<file path="src/rtl/cbo_gate_pkg.sv">
package cbo_gate_pkg;

    localparam int CFG_W        = 8;
    localparam int ZERO_EN_BIT  = 7;
    localparam int CLEAN_EN_BIT = 6;
    localparam int INVAL_EN_LO  = 4;
    localparam int INVAL_EN_HI  = 5;

    typedef enum logic [1:0] {
        PRIV_U   = 2'd0,
        PRIV_S   = 2'd1,
        PRIV_RSV = 2'd2,
        PRIV_M   = 2'd3
    } priv_t;

    typedef enum logic [1:0] {
        OP_ZERO  = 2'd0,
        OP_CLEAN = 2'd1,
        OP_INVAL = 2'd2,
        OP_RSV   = 2'd3
    } op_t;

    typedef enum logic [1:0] {
        V_GRANT   = 2'd0,
        V_ILLEGAL = 2'd1,
        V_VIRTUAL = 2'd2,
        V_STORE   = 2'd3
    } verdict_t;

    typedef struct packed {
        logic m_en;
        logic h_en;
        logic s_en;
    } tier_en_t;

    typedef struct packed {
        logic grant;
        logic illegal;
        logic virt;
        logic store;
    } flags_t;

    function automatic logic field_enabled(input logic [CFG_W-1:0] cfg, input op_t op);
        logic en;
        case (op)
            OP_ZERO:  en = cfg[ZERO_EN_BIT];
            OP_CLEAN: en = cfg[CLEAN_EN_BIT];
            OP_INVAL: en = |cfg[INVAL_EN_HI:INVAL_EN_LO];
            default:  en = 1'b0;
        endcase
        return en;
    endfunction

    function automatic flags_t verdict_flags(input verdict_t v);
        flags_t f;
        f = '0;
        case (v)
            V_GRANT:   f.grant   = 1'b1;
            V_ILLEGAL: f.illegal = 1'b1;
            V_VIRTUAL: f.virt    = 1'b1;
            default:   f.store   = 1'b1;
        endcase
        return f;
    endfunction

endpackage

</file>
<file path="src/rtl/cbo_env_lookup.sv">
module cbo_env_lookup
    import cbo_gate_pkg::*;
(
    input  logic [CFG_W-1:0] cfg,
    input  op_t              op,
    output logic             en
);
    always_comb en = field_enabled(cfg, op);
endmodule

</file>
<file path="src/rtl/cbo_tier_rules.sv">
module cbo_tier_rules
    import cbo_gate_pkg::*;
(
    input  priv_t     priv,
    input  logic      virt,
    input  op_t       op,
    input  tier_en_t  en,
    output logic      pass,
    output verdict_t  trap
);
    logic below_m, below_h, below_s;

    always_comb begin
        below_m = (priv < PRIV_M);
        below_h = (priv < PRIV_RSV);
        below_s = (priv < PRIV_S);
        pass    = 1'b0;
        trap    = V_ILLEGAL;
        if (op == OP_RSV) begin
            trap = V_ILLEGAL;
        end else if (below_m && !en.m_en) begin
            trap = V_ILLEGAL;
        end else if (virt && ((below_h && !en.h_en) || (below_s && !en.s_en))) begin
            trap = V_VIRTUAL;
        end else if (below_s && !en.s_en) begin
            trap = V_ILLEGAL;
        end else begin
            pass = 1'b1;
            trap = V_GRANT;
        end
    end
endmodule

</file>
<file path="src/rtl/cbo_probe_select.sv">
module cbo_probe_select
    import cbo_gate_pkg::*;
(
    input  op_t  op,
    input  logic load_ok,
    input  logic store_ok,
    output logic access_ok
);
    always_comb begin
        if (op == OP_ZERO) access_ok = store_ok;
        else               access_ok = load_ok || store_ok;
    end
endmodule

</file>
<file path="src/rtl/cbo_block_align.sv">
module cbo_block_align #(
    parameter int ADDR_W      = 32,
    parameter int BLOCK_BYTES = 64
) (
    input  logic [ADDR_W-1:0] addr_in,
    output logic [ADDR_W-1:0] addr_out
);
    localparam int OFF_W = $clog2(BLOCK_BYTES);
    localparam logic [ADDR_W-1:0] KEEP_MASK = {{(ADDR_W-OFF_W){1'b1}}, {OFF_W{1'b0}}};

    always_comb addr_out = addr_in & KEEP_MASK;
endmodule

</file>
<file path="src/rtl/cbo_gate.sv">
module cbo_gate
    import cbo_gate_pkg::*;
#(
    parameter int ADDR_W      = 32,
    parameter int BLOCK_BYTES = 64
) (
    input  logic              clk,
    input  logic              rst,
    input  logic              req_valid,
    input  logic [1:0]        req_op,
    input  logic [1:0]        req_priv,
    input  logic              req_virt,
    input  logic [7:0]        menv_cfg,
    input  logic [7:0]        henv_cfg,
    input  logic [7:0]        senv_cfg,
    input  logic [ADDR_W-1:0] req_addr,
    input  logic              load_ok,
    input  logic              store_ok,
    output logic              done,
    output logic              grant,
    output logic              trap_illegal,
    output logic              trap_virtual,
    output logic              trap_store,
    output logic [ADDR_W-1:0] blk_addr
);
    localparam int OFF_W     = $clog2(BLOCK_BYTES);
    localparam int N_TIERS   = 3;
    localparam int TIER_M    = 2;
    localparam int TIER_H    = 1;
    localparam int TIER_S    = 0;

    initial begin
        AST_BLOCK_SIZE: assert (BLOCK_BYTES >= 16 && BLOCK_BYTES <= 256 &&
                                (BLOCK_BYTES & (BLOCK_BYTES - 1)) == 0)
            else $error("BLOCK_BYTES must be a power of two in 16..256");
    end

    op_t   op_c;
    priv_t priv_c;
    assign op_c   = op_t'(req_op);
    assign priv_c = priv_t'(req_priv);

    logic [N_TIERS-1:0][CFG_W-1:0] cfg_set;
    logic [N_TIERS-1:0]            tier_bits;
    assign cfg_set[TIER_M] = menv_cfg;
    assign cfg_set[TIER_H] = henv_cfg;
    assign cfg_set[TIER_S] = senv_cfg;

    for (genvar t = 0; t < N_TIERS; t++) begin : g_lookup
        cbo_env_lookup u_lookup (
            .cfg (cfg_set[t]),
            .op  (op_c),
            .en  (tier_bits[t])
        );
    end

    tier_en_t tier_en;
    assign tier_en.m_en = tier_bits[TIER_M];
    assign tier_en.h_en = tier_bits[TIER_H];
    assign tier_en.s_en = tier_bits[TIER_S];

    logic     perm_pass;
    verdict_t perm_trap;
    cbo_tier_rules u_rules (
        .priv (priv_c),
        .virt (req_virt),
        .op   (op_c),
        .en   (tier_en),
        .pass (perm_pass),
        .trap (perm_trap)
    );

    logic access_ok;
    cbo_probe_select u_probe (
        .op        (op_c),
        .load_ok   (load_ok),
        .store_ok  (store_ok),
        .access_ok (access_ok)
    );

    logic [ADDR_W-1:0] aligned_c;
    cbo_block_align #(.ADDR_W(ADDR_W), .BLOCK_BYTES(BLOCK_BYTES)) u_align (
        .addr_in  (req_addr),
        .addr_out (aligned_c)
    );

    verdict_t verdict_c;
    always_comb begin
        if (!perm_pass)     verdict_c = perm_trap;
        else if (access_ok) verdict_c = V_GRANT;
        else                verdict_c = V_STORE;
    end

    flags_t            flags_q;
    logic              done_q;
    logic [ADDR_W-1:0] blk_q;

    always_ff @(posedge clk) begin
        if (rst) begin
            done_q  <= 1'b0;
            flags_q <= '0;
            blk_q   <= '0;
        end else begin
            done_q <= req_valid;
            if (req_valid) begin
                flags_q <= verdict_flags(verdict_c);
                blk_q   <= aligned_c;
            end else begin
                flags_q <= '0;
            end
        end
    end

    assign done         = done_q;
    assign grant        = flags_q.grant;
    assign trap_illegal = flags_q.illegal;
    assign trap_virtual = flags_q.virt;
    assign trap_store   = flags_q.store;
    assign blk_addr     = blk_q;

    AST_ONE_VERDICT: assert property (@(posedge clk) disable iff (rst)
        done |-> $countones({grant, trap_illegal, trap_virtual, trap_store}) == 1);
    AST_QUIET_IDLE: assert property (@(posedge clk) disable iff (rst)
        !done |-> $countones({grant, trap_illegal, trap_virtual, trap_store}) == 0);
    AST_DONE_AFTER_REQ: assert property (@(posedge clk) disable iff (rst)
        req_valid |=> done);
    AST_BLOCK_ALIGNED: assert property (@(posedge clk) disable iff (rst)
        done |-> blk_addr[OFF_W-1:0] == '0);
    AST_ADDR_HELD: assert property (@(posedge clk) disable iff (rst)
        !req_valid |=> $stable(blk_addr));
    AST_RSV_OP_ILLEGAL: assert property (@(posedge clk) disable iff (rst)
        (req_valid && req_op == 2'd3) |=> trap_illegal);
    AST_NO_VIRT_TRAP: assert property (@(posedge clk) disable iff (rst)
        (req_valid && !req_virt) |=> !trap_virtual);
    AST_MACHINE_NO_PERM_TRAP: assert property (@(posedge clk) disable iff (rst)
        (req_valid && req_priv == 2'd3 && req_op != 2'd3) |=> !trap_illegal && !trap_virtual);

endmodule

</file>
<file path="config.mk">
export PLATFORM = sky130hd
export DESIGN_NAME = cbo_gate
export DESIGN_NICKNAME = d
export VERILOG_FILES = /design/src/rtl/cbo_gate_pkg.sv /design/src/rtl/cbo_env_lookup.sv /design/src/rtl/cbo_tier_rules.sv /design/src/rtl/cbo_probe_select.sv /design/src/rtl/cbo_block_align.sv /design/src/rtl/cbo_gate.sv
export SDC_FILE = /design/constraint.sdc
export NUM_CORES = 1
export LEC_CHECK = 0
export BUFFER_PORTS_ARGS = -buffer_cell sky130_fd_sc_hd__buf_4
export CAP_MARGIN = 5
export CORE_ASPECT_RATIO = 1.25
export CORE_MARGIN = 3
export CORE_UTILIZATION = 30
export CTS_BUF_LIST = sky130_fd_sc_hd__clkbuf_16
export DETAILED_ROUTE_END_ITERATION = 10
export HOLD_SLACK_MARGIN = 0.1
export PLACE_DENSITY = 0.69
export SLEW_MARGIN = 25
export SYNTH_ARGS = -nofsm -noshare
export SYNTH_HDL_FRONTEND = slang
export SYNTH_HIERARCHICAL = 1
export SYNTH_SLANG_ARGS = --single-unit
export TNS_END_PERCENT = 50
</file>
<file path="constraint.sdc">
create_clock -name clk -period 1.8 [get_ports clk]
set_clock_uncertainty 0.05 [all_clocks]
set_input_delay 0.09 -clock clk [delete_from_list [all_inputs] [get_ports clk]]
set_output_delay 0.09 -clock clk [all_outputs]
set_load 0.01 [all_outputs]
</file>
==> After elaboration in Yosys (flattened, before gate mapping) <==
Cells that the tools add are included.
Widths: inputs -> output; s select.
{ "word_totals": {"register_bits": 31, "input_bits": 66, "elab_cells": 49} }
{ "classes": {"mux": 18, "bitwise_logic": 1, "order_cmp": 3, "n_eq_ne": 5, "n_reduce_logical": 16} }
{ "op_table": {"columns": ["operator", "count"], "rows": [
  ["$mux 1", 10],
  ["$mux 2", 5],
  ["$pmux 1 s3", 3],
  ["$reduce_or 2->1", 4],
  ["$eq 2x2->1 const B", 3],
  ["$eq 2x1->1 const B", 2],
  ["$logic_and 1x1->1", 4],
  ["$logic_not 2->1", 2],
  ["$lt 2x2->1 const B", 2],
  ["$logic_not 1->1", 3],
  ["$reduce_or 3->1", 1],
  ["$logic_or 1x1->1", 2],
  ["$lt 2x1->1 const B", 1],
  ["$not 1->1", 1]
]} }

==> Depth between registers and ports, before layout <==
Gate-level depths: netlist of the first run.
{ "logic_depth": {"word_depth": 13, "mapped_depth": 7, "depth_no_buf": 7} }

==> By module <==
The synthesis of the first run kept the hierarchy.
{ "by_module_without_submodules": {"columns": ["mod", "area_each_um2", "cells_per_inst", "n_inst"], "rows": [
  ["cbo_gate", 1343.8, 119, 1],
  ["cbo_block_align", 244.0, 33, 1],
  ["cbo_env_lookup", 26.3, 4, 3],
  ["cbo_tier_rules", 57.6, 9, 1],
  ["cbo_probe_select", 11.3, 2, 1]
]} }

==> Worst setup path before layout of the first run <==
Ideal clock, no wire load.
{ "synth_path": {"path_kind": "input to register", "start": "in req_op[0]", "end": "reg flags_q, in the netlist grant", "arrival_time_ns": 1.164, "slack_ns": 0.516, "cell_stages": 7, "required_time_ns": 1.680, "setup_ns": 0.070, "path_buffers": 0, "cell_sequence": "mux2i_1 -> o22ai_1 -> a21oi_1 -> a21oi_2 -> and4b_1 -> or3_1 -> a21oi_1"} }
{ "synth_via": {"word_cells_on_any_way": 28, "cone_classes": "eq/ne (3); mux (15); reduce/logical (10)"} }
{ "synth_rtl": {"columns": ["item", "line_no", "rtl"], "rows": [
  ["start: declaration", "cbo_gate.sv:10", "input logic [1:0] req_op,"],
  ["$eq 2x2->1 (tied with other cells)", "cbo_gate_pkg.sv:45", "case (op)"],
  ["$pmux 1 s3 *", "cbo_gate_pkg.sv:45", null],
  ["named net tier_bits[2]", "cbo_gate.sv:44", "logic [N_TIERS-1:0] tier_bits;"],
  ["$logic_not 1->1 *", "cbo_tier_rules.sv:21", "end else if (below_m && !en.m_en) begin"],
  ["$logic_and 1x1->1 *", "cbo_tier_rules.sv:21", null],
  ["$mux 2 *", "cbo_tier_rules.sv:21", null],
  ["$mux 2 *", "cbo_tier_rules.sv:19", "if (op == OP_RSV) begin"],
  ["named net perm_trap[1]", "cbo_gate.sv:63", "verdict_t perm_trap;"],
  ["$mux 2 *", "cbo_gate.sv:89", "if (!perm_pass) verdict_c = perm_trap;"],
  ["$logic_not 2->1 *", "cbo_gate_pkg.sv:57", "case (v)"],
  ["$mux 1 *", "cbo_gate_pkg.sv:57", null],
  ["end signal: assignment", "cbo_gate.sv:106", "flags_q <= verdict_flags(verdict_c);"],
  ["end: declaration", "cbo_gate.sv:94", "flags_t flags_q;"]
]} }
Mark *: on every way through the listed nets, which the timed path passes. The rest lies on a longest branch.
A chain may end at the register's enable or synchronous reset.

==> Worst setup path in the final report of the first run <==
{ "layout_path": {"start": "in req_op[0]", "end": "reg flags_q, in the netlist grant"} }
{ "layout_via": {"elab_chain_len": 12, "word_cells_on_any_way": 28, "cone_classes": "eq/ne (3); mux (15); reduce/logical (10)"} }
{ "layout_rtl": {"columns": ["item", "line_no", "rtl"], "rows": [
  ["$eq 2x2->1 (tied with other cells)", "cbo_gate_pkg.sv:45", null],
  ["$pmux 1 s3 *", "cbo_gate_pkg.sv:45", null],
  ["named net tier_bits[0]", "cbo_gate.sv:44", null],
  ["$logic_not 1->1 *", "cbo_tier_rules.sv:23", "end else if (virt && ((below_h && !en.h_en) || (below_s && !en.s_en))) begin"],
  ["$logic_and 1x1->1 *", "cbo_tier_rules.sv:23", null],
  ["$logic_or 1x1->1 *", "cbo_tier_rules.sv:23", null],
  ["$logic_and 1x1->1 *", "cbo_tier_rules.sv:23", null],
  ["$mux 2 *", "cbo_tier_rules.sv:23", null],
  ["$mux 2 *", "cbo_tier_rules.sv:21", null],
  ["$mux 2 *", "cbo_tier_rules.sv:19", null],
  ["named net perm_trap[1]", "cbo_gate.sv:63", null],
  ["$mux 2 *", "cbo_gate.sv:89", null],
  ["$logic_not 2->1 *", "cbo_gate_pkg.sv:57", null],
  ["$mux 1 *", "cbo_gate_pkg.sv:57", null]
]} }
Marks and branches as above.

==> results.json, run 1 <==
{
  "timing.slew.headroom_pct": 61.6,
  "start_kind": "input pin",
  "firstDrtPassIters": 4,
  "ff_latch_area_sq_um": 741,
  "synth.cell_area_sq_mm": 0.00174,
  "hold_viol_final": 0,
  "use_met3_pct": 3.77,
  "synth_top_area_share_pct": 42.7,
  "antenna_found_initial": 0,
  "placementRows": 30,
  "synth_area_leaders": "dfxtp_1, mux2i_1, buf_4",
  "synthDistinctLibCells": 23,
  "crit_path_end_kind": "register",
  "ant_nets": 0,
  "io_buffers": 84,
  "drc_errors": 0,
  "fin_nets": 323,
  "cts_root_buffer": "clkbuf_16",
  "rsz0062_at_grt": "false",
  "synth_common_cells": "dfxtp_1, nor2_1, mux2i_1, buf_4, nand2b_1",
  "p_leak_nw": 1.25,
  "clk_latency_ns": 0.27,
  "path_clk_slew_ns": 0.05,
  "wire_per_inst_um": 11.2,
  "die_h_um": 91.0,
  "dieWidth_um": 74.0,
  "die_area_sq_mm": 0.00674,
  "cap_violations": 0,
  "p_per_area_mw_per_mm2": 814,
  "total_power_mw": 2.06,
  "cts_tree": "built",
  "fin_crit_ns": 1.29,
  "ys_ff_latch": 37,
  "ir_drop_v": 0.000397,
  "ys_seq_area_share_pct": 42.7,
  "period_share_pct": 71.8,
  "synth_edf_count": 0,
  "cts_setup_buffers": 0,
  "rr_startpoint": "blk_addr[29]",
  "antennaDiodeCount": 0,
  "multi_input_area_sq_um": 672,
  "syn_inst": 175,
  "track_usage_pct": 10.8,
  "placed_cell_area_sq_mm": 0.00213,
  "final_area_sq_mm": 0.00253,
  "num_vias": 1406,
  "yosys.area.top_type": "dfxtp_1",
  "core_area_sq_mm": 0.00552,
  "place_congestion": 0.686,
  "yosysMostFrequentCell": "dfxtp_1",
  "drv_slew": 0,
  "worstHoldStart": "store_ok",
  "syn2layout_area_growth_pct": 45.7,
  "grt_pass1_vias": 1359,
  "critical_path_class": "in2reg",
  "drtIter0Drc": 16,
  "initial_core_util_pct": 31.5,
  "grt_max_degree": 34,
  "tightest_slew_ns": 0.568,
  "setup_tns_ns": 0,
  "h-tree-depth": 2,
  "synth_flop_cell": "dfxtp_1",
  "hold_class": "in2reg",
  "ff2ff_path_depth": 2,
  "hold_slack_ns": 0.129,
  "max_freq_mhz": 773,
  "drt-total-wl_um": 3620,
  "io_pins": 103,
  "hold-path-endpoint": "grant",
  "grt.met2_usage_pct": 20.4,
  "busiest_layer": "met2",
  "reg2reg_to": "blk_addr[29]",
  "yosys_warnings": 6,
  "clockBufferDepth": 2,
  "dp_hpwl_um": 2450,
  "layout-drive-gt1-share_pct": 35.7,
  "min_path_cells": 4,
  "cp.arrival_ns": 1.45,
  "avgViaCountPerCell": 4.37,
  "worstPathRequired_ns": 1.95,
  "final-setup-viol-count": 0,
  "crit_fanout": 8,
  "async_flop_share_pct": 0,
  "fillers": 537,
  "syn_avg_cell_area_sq_um": 9.92,
  "cts_buffers": 5,
  "grt_pass1_wl_um": 5780,
  "met1_usage_pct": 10.4,
  "cts.sinks": 37,
  "overflow": 0,
  "r2r_slack_ns": 1.10,
  "status": "completed"
}
==> cells in the final DEF, fill, tap and decap left out <==
cell,count
nand2b_1,5
nand2_1,1
a21oi_2,1
clkinv_2,1
inv_1,2
o21ai_0,1
o21ai_1,1
dfxtp_1,37
o21a_1,1
nand3b_1,1
buf_4,84
o22ai_1,3
and4b_1,1
or3_1,1
nor2_1,36
nor4b_1,2
clkbuf_16,5
nand2b_4,1
mux2i_1,35
a21oi_1,4
conb_1,6
dlygate4sd3_1,26
clkinv_1,2
o41ai_1,1
==> per-layer routing <==
metal	share of wire [%]	vias to the layer above
li1	-	704
met1	36	645
met2	55	52
met3	7.5	5
met4	1.1	0
met5	0	-
==> worst max-delay path: stages <==
cell,delay [ns]
buf_4,0.14
mux2i_1,0.12
o22ai_1,0.26
o21ai_0,0.11
and4b_1,0.23
or3_1,0.36
a21oi_1,0.14
==> state kept, by name (all words and copies together) (netlist names) <==
signal,cells
blk_addr,32
done,1
grant,1
trap_illegal,1
trap_store,1
trap_virtual,1
==> where the power goes <==
part / internal, mW / switching (mW) / total [mW]
Combinational: 0.220 / 0.145 / 0.364
Sequential: 0.867 / 0.0226 / 0.890
Clock: 0.500 / 0.304 / 0.803
==> final cells by class <==
class                   instances  area share (%)
multi-input cells             101            26.6
repair buffers                110            35.2
inverters                       2           0.297
clock inverters                 3           0.495
well taps                      64            3.17
clock buffers                   5            4.95
flip-flops and latches         37            29.3
==> worst max-delay path by stage <==
stage	start	slack, ns	end
floorplan	req_op[0]	0.52	grant
global placement	req_op[0]	0.24	grant
detailed placement	req_op[0]	0.21	grant
CTS	req_op[0]	0.50	grant
global route	req_op[0]	0.37	grant
finish	req_op[0]	0.51	grant
==> cell families (layout without fill, tap and decap cells) <==
family	after synthesis	in the layout	synth area share [%]
and+or+nand+nor	48	48	13.0
DFF	37	37	42.7
buffers and inverters	42	120	19.7
muxes	35	35	20.2
other	1	6	0.216
AOI/OAI and AO/OA	12	12	4.25
==> stage by stage <==
step	cells	setup slack, ns	util, %
2_1_floorplan	180	0.516	-
3_3_place_gp	288	0.238	38.6
3_5_place_dp	288	0.213	38.6
4_1_cts	322	0.503	45.8
5_1_grt	322	0.368	45.8
6_report	322	0.507	45.8
==> timing repair <==
action,4_1_cts,5_1_grt
endpoints found under the hold margin,26,0
gates resized for setup,0,0
hold buffers,26,0
No activity file was read; power rests on OpenSTA's default activity.
==> inputs of run 2 (changes only) <==
Settings changed: PLACE_DENSITY 0.69 to 0.71.
Clock period 1.8 ns to 1.14 ns, I/O delays scaled along.
==> run 2 against run 1 <==
Net effect:
- the flow now finishes with violations (setup timing)
- utilization grew 1.9 points
- sequential cell count is the same
- count of clock-buffer cells in the layout is the same
- sequential power grew 58%
- register-to-register slack lost 0.63 ns
- first-iteration DRC count shrank 25%
- die area is the same
- power grew 59%
- via count grew 1.4%
- critical path type unchanged
- critical endpoint unchanged
==> results.json, run 2 (synthesized netlist as in run 1, its figures left out) <==
{
  "status": "complete, but fails checks",
  "violations": "setup timing",
  "io_buffers": 84,
  "antennaDiodeCount": 0,
  "drc_errors": 0,
  "total_power_mw": 3.28,
  "crit_path_start": "req_op[0]",
  "die_area_sq_mm": 0.00674,
  "fin_nets": 331,
  "post-route-util_pct": 47.7,
  "clockBufferDepth": 2,
  "cp.arrival_ns": 1.34,
  "timing.slew.headroom_pct": 63.2,
  "hold_slack_ns": 0.104,
  "mostFrequentLayoutCell": "buf_4",
  "mostFrequentLayoutCells": "buf_4, dfxtp_1, nor2_1",
  "ant_nets": 0,
  "die_h_um": 91.0,
  "crit_fanout": 8,
  "min_path_cells": 4,
  "max_freq_mhz": 846,
  "num_vias": 1425,
  "cts_setup_buffers": 0,
  "postLayoutSetupSlackWorst_ns": -0.0422,
  "grt_pass1_wl_um": 6100,
  "cap_violations": 0,
  "cts_root_buffer": "clkbuf_16",
  "critical_path_class": "in2reg",
  "cts_buffers": 5,
  "syn2layout_area_growth_pct": 51.7,
  "ff2ff_path_depth": 2,
  "wire_per_inst_um": 11.8,
  "h-tree-depth": 2,
  "p_per_area_mw_per_mm2": 1250,
  "clk_latency_ns": 0.27,
  "worstPathRequired_ns": 1.30,
  "p_leak_nw": 1.31,
  "place_congestion": 0.707,
  "dieWidth_um": 74.0,
  "grt_pass1_vias": 1444,
  "tightest_slew_ns": 0.546,
  "crit_path_end_kind": "register",
  "grt_max_degree": 22,
  "period_share_pct": 104,
  "ir_drop_v": 0.000564,
  "rsz0062_at_grt": "true",
  "hold_class": "in2reg",
  "worstHoldStart": "store_ok",
  "track_usage_pct": 11.6,
  "avgViaCountPerCell": 4.33,
  "overflow": 0,
  "reg2reg_to": "blk_addr[26]",
  "placementRows": 30,
  "start_kind": "input pin",
  "io_pins": 103,
  "dp_hpwl_um": 2640,
  "setup_tns_ns": -0.0631,
  "initial_core_util_pct": 31.5,
  "cts.sinks": 37,
  "fin_crit_ns": 1.18,
  "path_clk_slew_ns": 0.05,
  "layout-drive-gt1-share_pct": 38.5,
  "final-setup-viol-count": 2,
  "rr_startpoint": "blk_addr[26]",
  "hold_viol_final": 0,
  "largest_reg_flops": 32,
  "drt-total-wl_um": 3870,
  "drv_slew": 0,
  "core_area_sq_mm": 0.00552,
  "cts_tree": "built",
  "firstDrtPassIters": 4,
  "antenna_found_initial": 0,
  "drtIter0Drc": 12,
  "hold-path-endpoint": "trap_store",
  "r2r_slack_ns": 0.47
}
## run 2: worst max-delay path by stage
| stage | slack (ns) | depth (start not counted) | end |
|---|---|---|---|
| floorplan | -0.09 | 7 | grant |
| detailed placement | -0.32 | 8 | grant |
| CTS | -0.03 | 8 | grant |
| global route | -0.13 | 8 | grant |
| global placement | -0.30 | 8 | grant |
| finish | -0.04 | 8 | grant |
## run 2: where the power goes
part	switching [mW]	internal, mW	total [mW]	leakage (nW)
Clock	0.471	0.780	1.25	0.0685
Combinational	0.246	0.377	0.623	0.933
Sequential	0.0356	1.37	1.41	0.305
Total	0.752	2.53	3.28	1.31
## run 2: critical path: stages
cell     delay [ns]
buf_6          0.11
mux2i_1        0.11
o22ai_1        0.16
a21oi_1        0.07
a21oi_2        0.17
o41ai_2        0.15
or3_1          0.38
a21oi_1        0.12
## run 2: routing by layer
layer	wire length [um]	global-route usage [%]	share of wire, %
met1	1380	11.0	36
met2	2140	22.5	55
met3	280	2.44	7.2
met4	64	4.98	1.7
met5	0	0	0
## run 2: metrics by stage
| stage | area [sq um] | instances | setup WS [ns] |
|---|---|---|---|
| global route | 2630 | 329 | -0.129 |
| global placement | 2200 | 295 | -0.304 |
| finish | 2630 | 329 | -0.0422 |
| CTS | 2610 | 329 | -0.0316 |
| floorplan | 1750 | 180 | -0.0921 |
| detailed placement | 2200 | 295 | -0.317 |
## run 2: what timing repair did
action,in CTS,in global routing
endpoints found under the setup margin,3,4
hold buffers,27,0
gates resized for setup,1,5
pin swaps,1,0
hold endpoints to repair,31,0
## run 2: area by class of cell
| cell class | instances | area, sq um |
|---|---|---|
| Clock inverter | 2 | 7.51 |
| Clock buffer | 5 | 125 |
| Sequential cell | 37 | 741 |
| Fill cell | 522 | 2890 |
| Inverter | 2 | 7.51 |
| Timing Repair Buffer | 118 | 970 |
| Multi-Input combinational cell | 101 | 702 |
| Tap cell | 64 | 80.1 |
==> inputs of run 3 (changes only) <==
Settings changed: BUFFER_PORTS_ARGS -buffer_cell sky130_fd_sc_hd__buf_4 to unset, CORE_UTILIZATION 30 to 56, DONT_BUFFER_PORTS set to 1, PLACE_DENSITY 0.71 to 0.84.
==> run 3 against run 2 <==
Net effect:
- the flow finishes with violations (hold timing)
- final cell count fell by 35%
- sequential share of layout area up 10 points
- register-to-register slack lost 0.04 ns
- global-route usage increased by 3.4 points
- via count decreased by 21%
- utilization rose by 21 points
- cell area is 27% lower
- hold slack worse by 0.21 ns
- clock power about the same
- critical path type unchanged
- critical endpoint unchanged
- highest routed layer unchanged
==> results.json, run 3 (synthesized netlist as in run 1, its figures left out) <==
{
  "overflow": 0,
  "hold_class": "in2reg",
  "cts_root_buffer": "clkbuf_16",
  "avgViaCountPerCell": 5.27,
  "busiest_layer": "met2",
  "mostFrequentLayoutCells": "dfxtp_1, nor2_1, mux2i_1",
  "h-tree-depth": 2,
  "drtIter0Drc": 17,
  "largest_reg_flops": 32,
  "stdcell_count": 213,
  "track_usage_pct": 15.0,
  "crit_path_end_kind": "register",
  "fillers": 213,
  "path_cells": "mux2i_1 > o22ai_1 > a21oi_1 > a21oi_2 > and4b_1 > or3_1 > a21oi_1",
  "p_leak_nw": 0.869,
  "layout-drive-gt1-share_pct": 6.70,
  "io_pins": 103,
  "crit_path_start": "req_op[0]",
  "grt_pass1_wl_um": 4390,
  "drv_slew": 0,
  "crit_family": "simple AND/OR/NAND/NOR gates",
  "ir_drop_v": 0.00155,
  "path_buf_inv": 0,
  "critical_path_class": "in2reg",
  "met1_usage_pct": 13.5,
  "crit_top_cell": "a21oi_1",
  "crit_cells": 7,
  "cp-endpoint": "grant",
  "cts_buffers": 5,
  "clockBufferDepth": 2,
  "dieWidth_um": 55.8,
  "use_met3_pct": 7.55,
  "cap_violations": 0,
  "dp_hpwl_um": 2000,
  "placementRows": 21,
  "cts_tree": "built",
  "p_per_area_mw_per_mm2": 1560,
  "die_area_sq_mm": 0.00381,
  "post-route-util_pct": 68.5,
  "die_h_um": 68.2,
  "worstPathRequired_ns": 1.29,
  "antenna_found_initial": 0,
  "path_clk_slew_ns": 0.05,
  "reg2reg_to": "blk_addr[2]",
  "hold_viol_final": 33,
  "ant_nets": 0,
  "drc_errors": 0,
  "grt_max_degree": 34,
  "cp_slowest_cell": "or3_1",
  "wire_per_inst_um": 14.6,
  "status": "complete, but fails checks",
  "mostFrequentLayoutCell": "dfxtp_1",
  "grt.met2_usage_pct": 28.3,
  "placed_cell_area_sq_mm": 0.00147,
  "r2r_slack_ns": 0.43,
  "hold_slack_ns": -0.104,
  "clk_latency_ns": 0.27,
  "initial_core_util_pct": 61.7,
  "place_congestion": 0.768,
  "crit_fanout": 8,
  "final_area_sq_mm": 0.00193,
  "final-setup-viol-count": 0,
  "num_vias": 1123,
  "core_area_sq_mm": 0.00281,
  "cts.sinks": 37,
  "firstDrtPassIters": 4,
  "place_inst": 175,
  "max_stage_delay_ns": 0.32,
  "drt-total-wl_um": 3110,
  "cp.arrival_ns": 1.22,
  "violations": "hold timing",
  "syn2layout_area_growth_pct": 11.0,
  "antennaDiodeCount": 0,
  "period_share_pct": 94.4,
  "fin_nets": 244,
  "fin_crit_ns": 1.08,
  "ff2ff_path_depth": 2,
  "grt_pass1_vias": 1027,
  "rr_startpoint": "blk_addr[2]",
  "max_freq_mhz": 930,
  "io_buffers": 0,
  "start_kind": "input pin"
}
-- run 3: changes by cell type in the layout (fill, tap and decap cells not counted), sizes merged --
cell	before	now
dlygate4sd3	27	29
clkinv	1	2
buf	91	2
-- run 3: stage by stage --
stage	power, mW	TNS [ns]	setup slack [ns]
2_1_floorplan	1.77	-0.0921	-0.0921
3_3_place_gp	1.65	-0.247	-0.127
3_5_place_dp	1.67	-0.452	-0.188
4_1_cts	2.93	0	0.0822
5_1_grt	3.14	-0.00537	-0.00537
6_report	3.00	0	0.0642
-- run 3: worst min path at each step --
stage / from / end / cells past startpoint
2_1_floorplan: rst / blk_addr[22] / 2
6_report: req_valid / blk_addr[7] / 2
3_3_place_gp: rst / blk_addr[7] / 1
5_1_grt: req_valid / blk_addr[17] / 2
3_5_place_dp: rst / blk_addr[2] / 1
4_1_cts: rst / blk_addr[7] / 1
-- run 3: where the power goes --
part	internal, mW	switching, mW	total, mW
registers	1.37	0.0829	1.45
logic	0.184	0.108	0.292
clock network	0.791	0.460	1.25
-- run 3: cell type report --
type | count | area [sq um] | area share, %
inverter | 2 | 7.51 | 0.390
multi-input combinational | 101 | 679 | 35.3
clock inverter | 3 | 13.8 | 0.714
clock buffer | 5 | 125 | 6.49
sequential | 37 | 741 | 38.4
tap | 34 | 42.5 | 2.21
timing repair buffer | 31 | 318 | 16.5
-- run 3: routing by layer --
layer / part of all wire [%] / up-vias
li1: - / 545
met1: 34 / 511
met2: 55 / 61
met3: 10 / 6
met4: 1.5 / 0
met5: 0 / -
-- run 3: what timing repair did --
item | in CTS | in global routing
hold buffers | 3 | 27
setup endpoints to repair | 0 | 2
setup buffers | 0 | 0
resized for setup | 0 | 1
endpoints found under the hold margin | 37 | 36
-- run 3: worst reg2reg max path, cell delays in order, from the launching register on --
cell,delay (ns)
dfxtp_1,0.34
mux2i_1,0.15
nor2_1,0.06
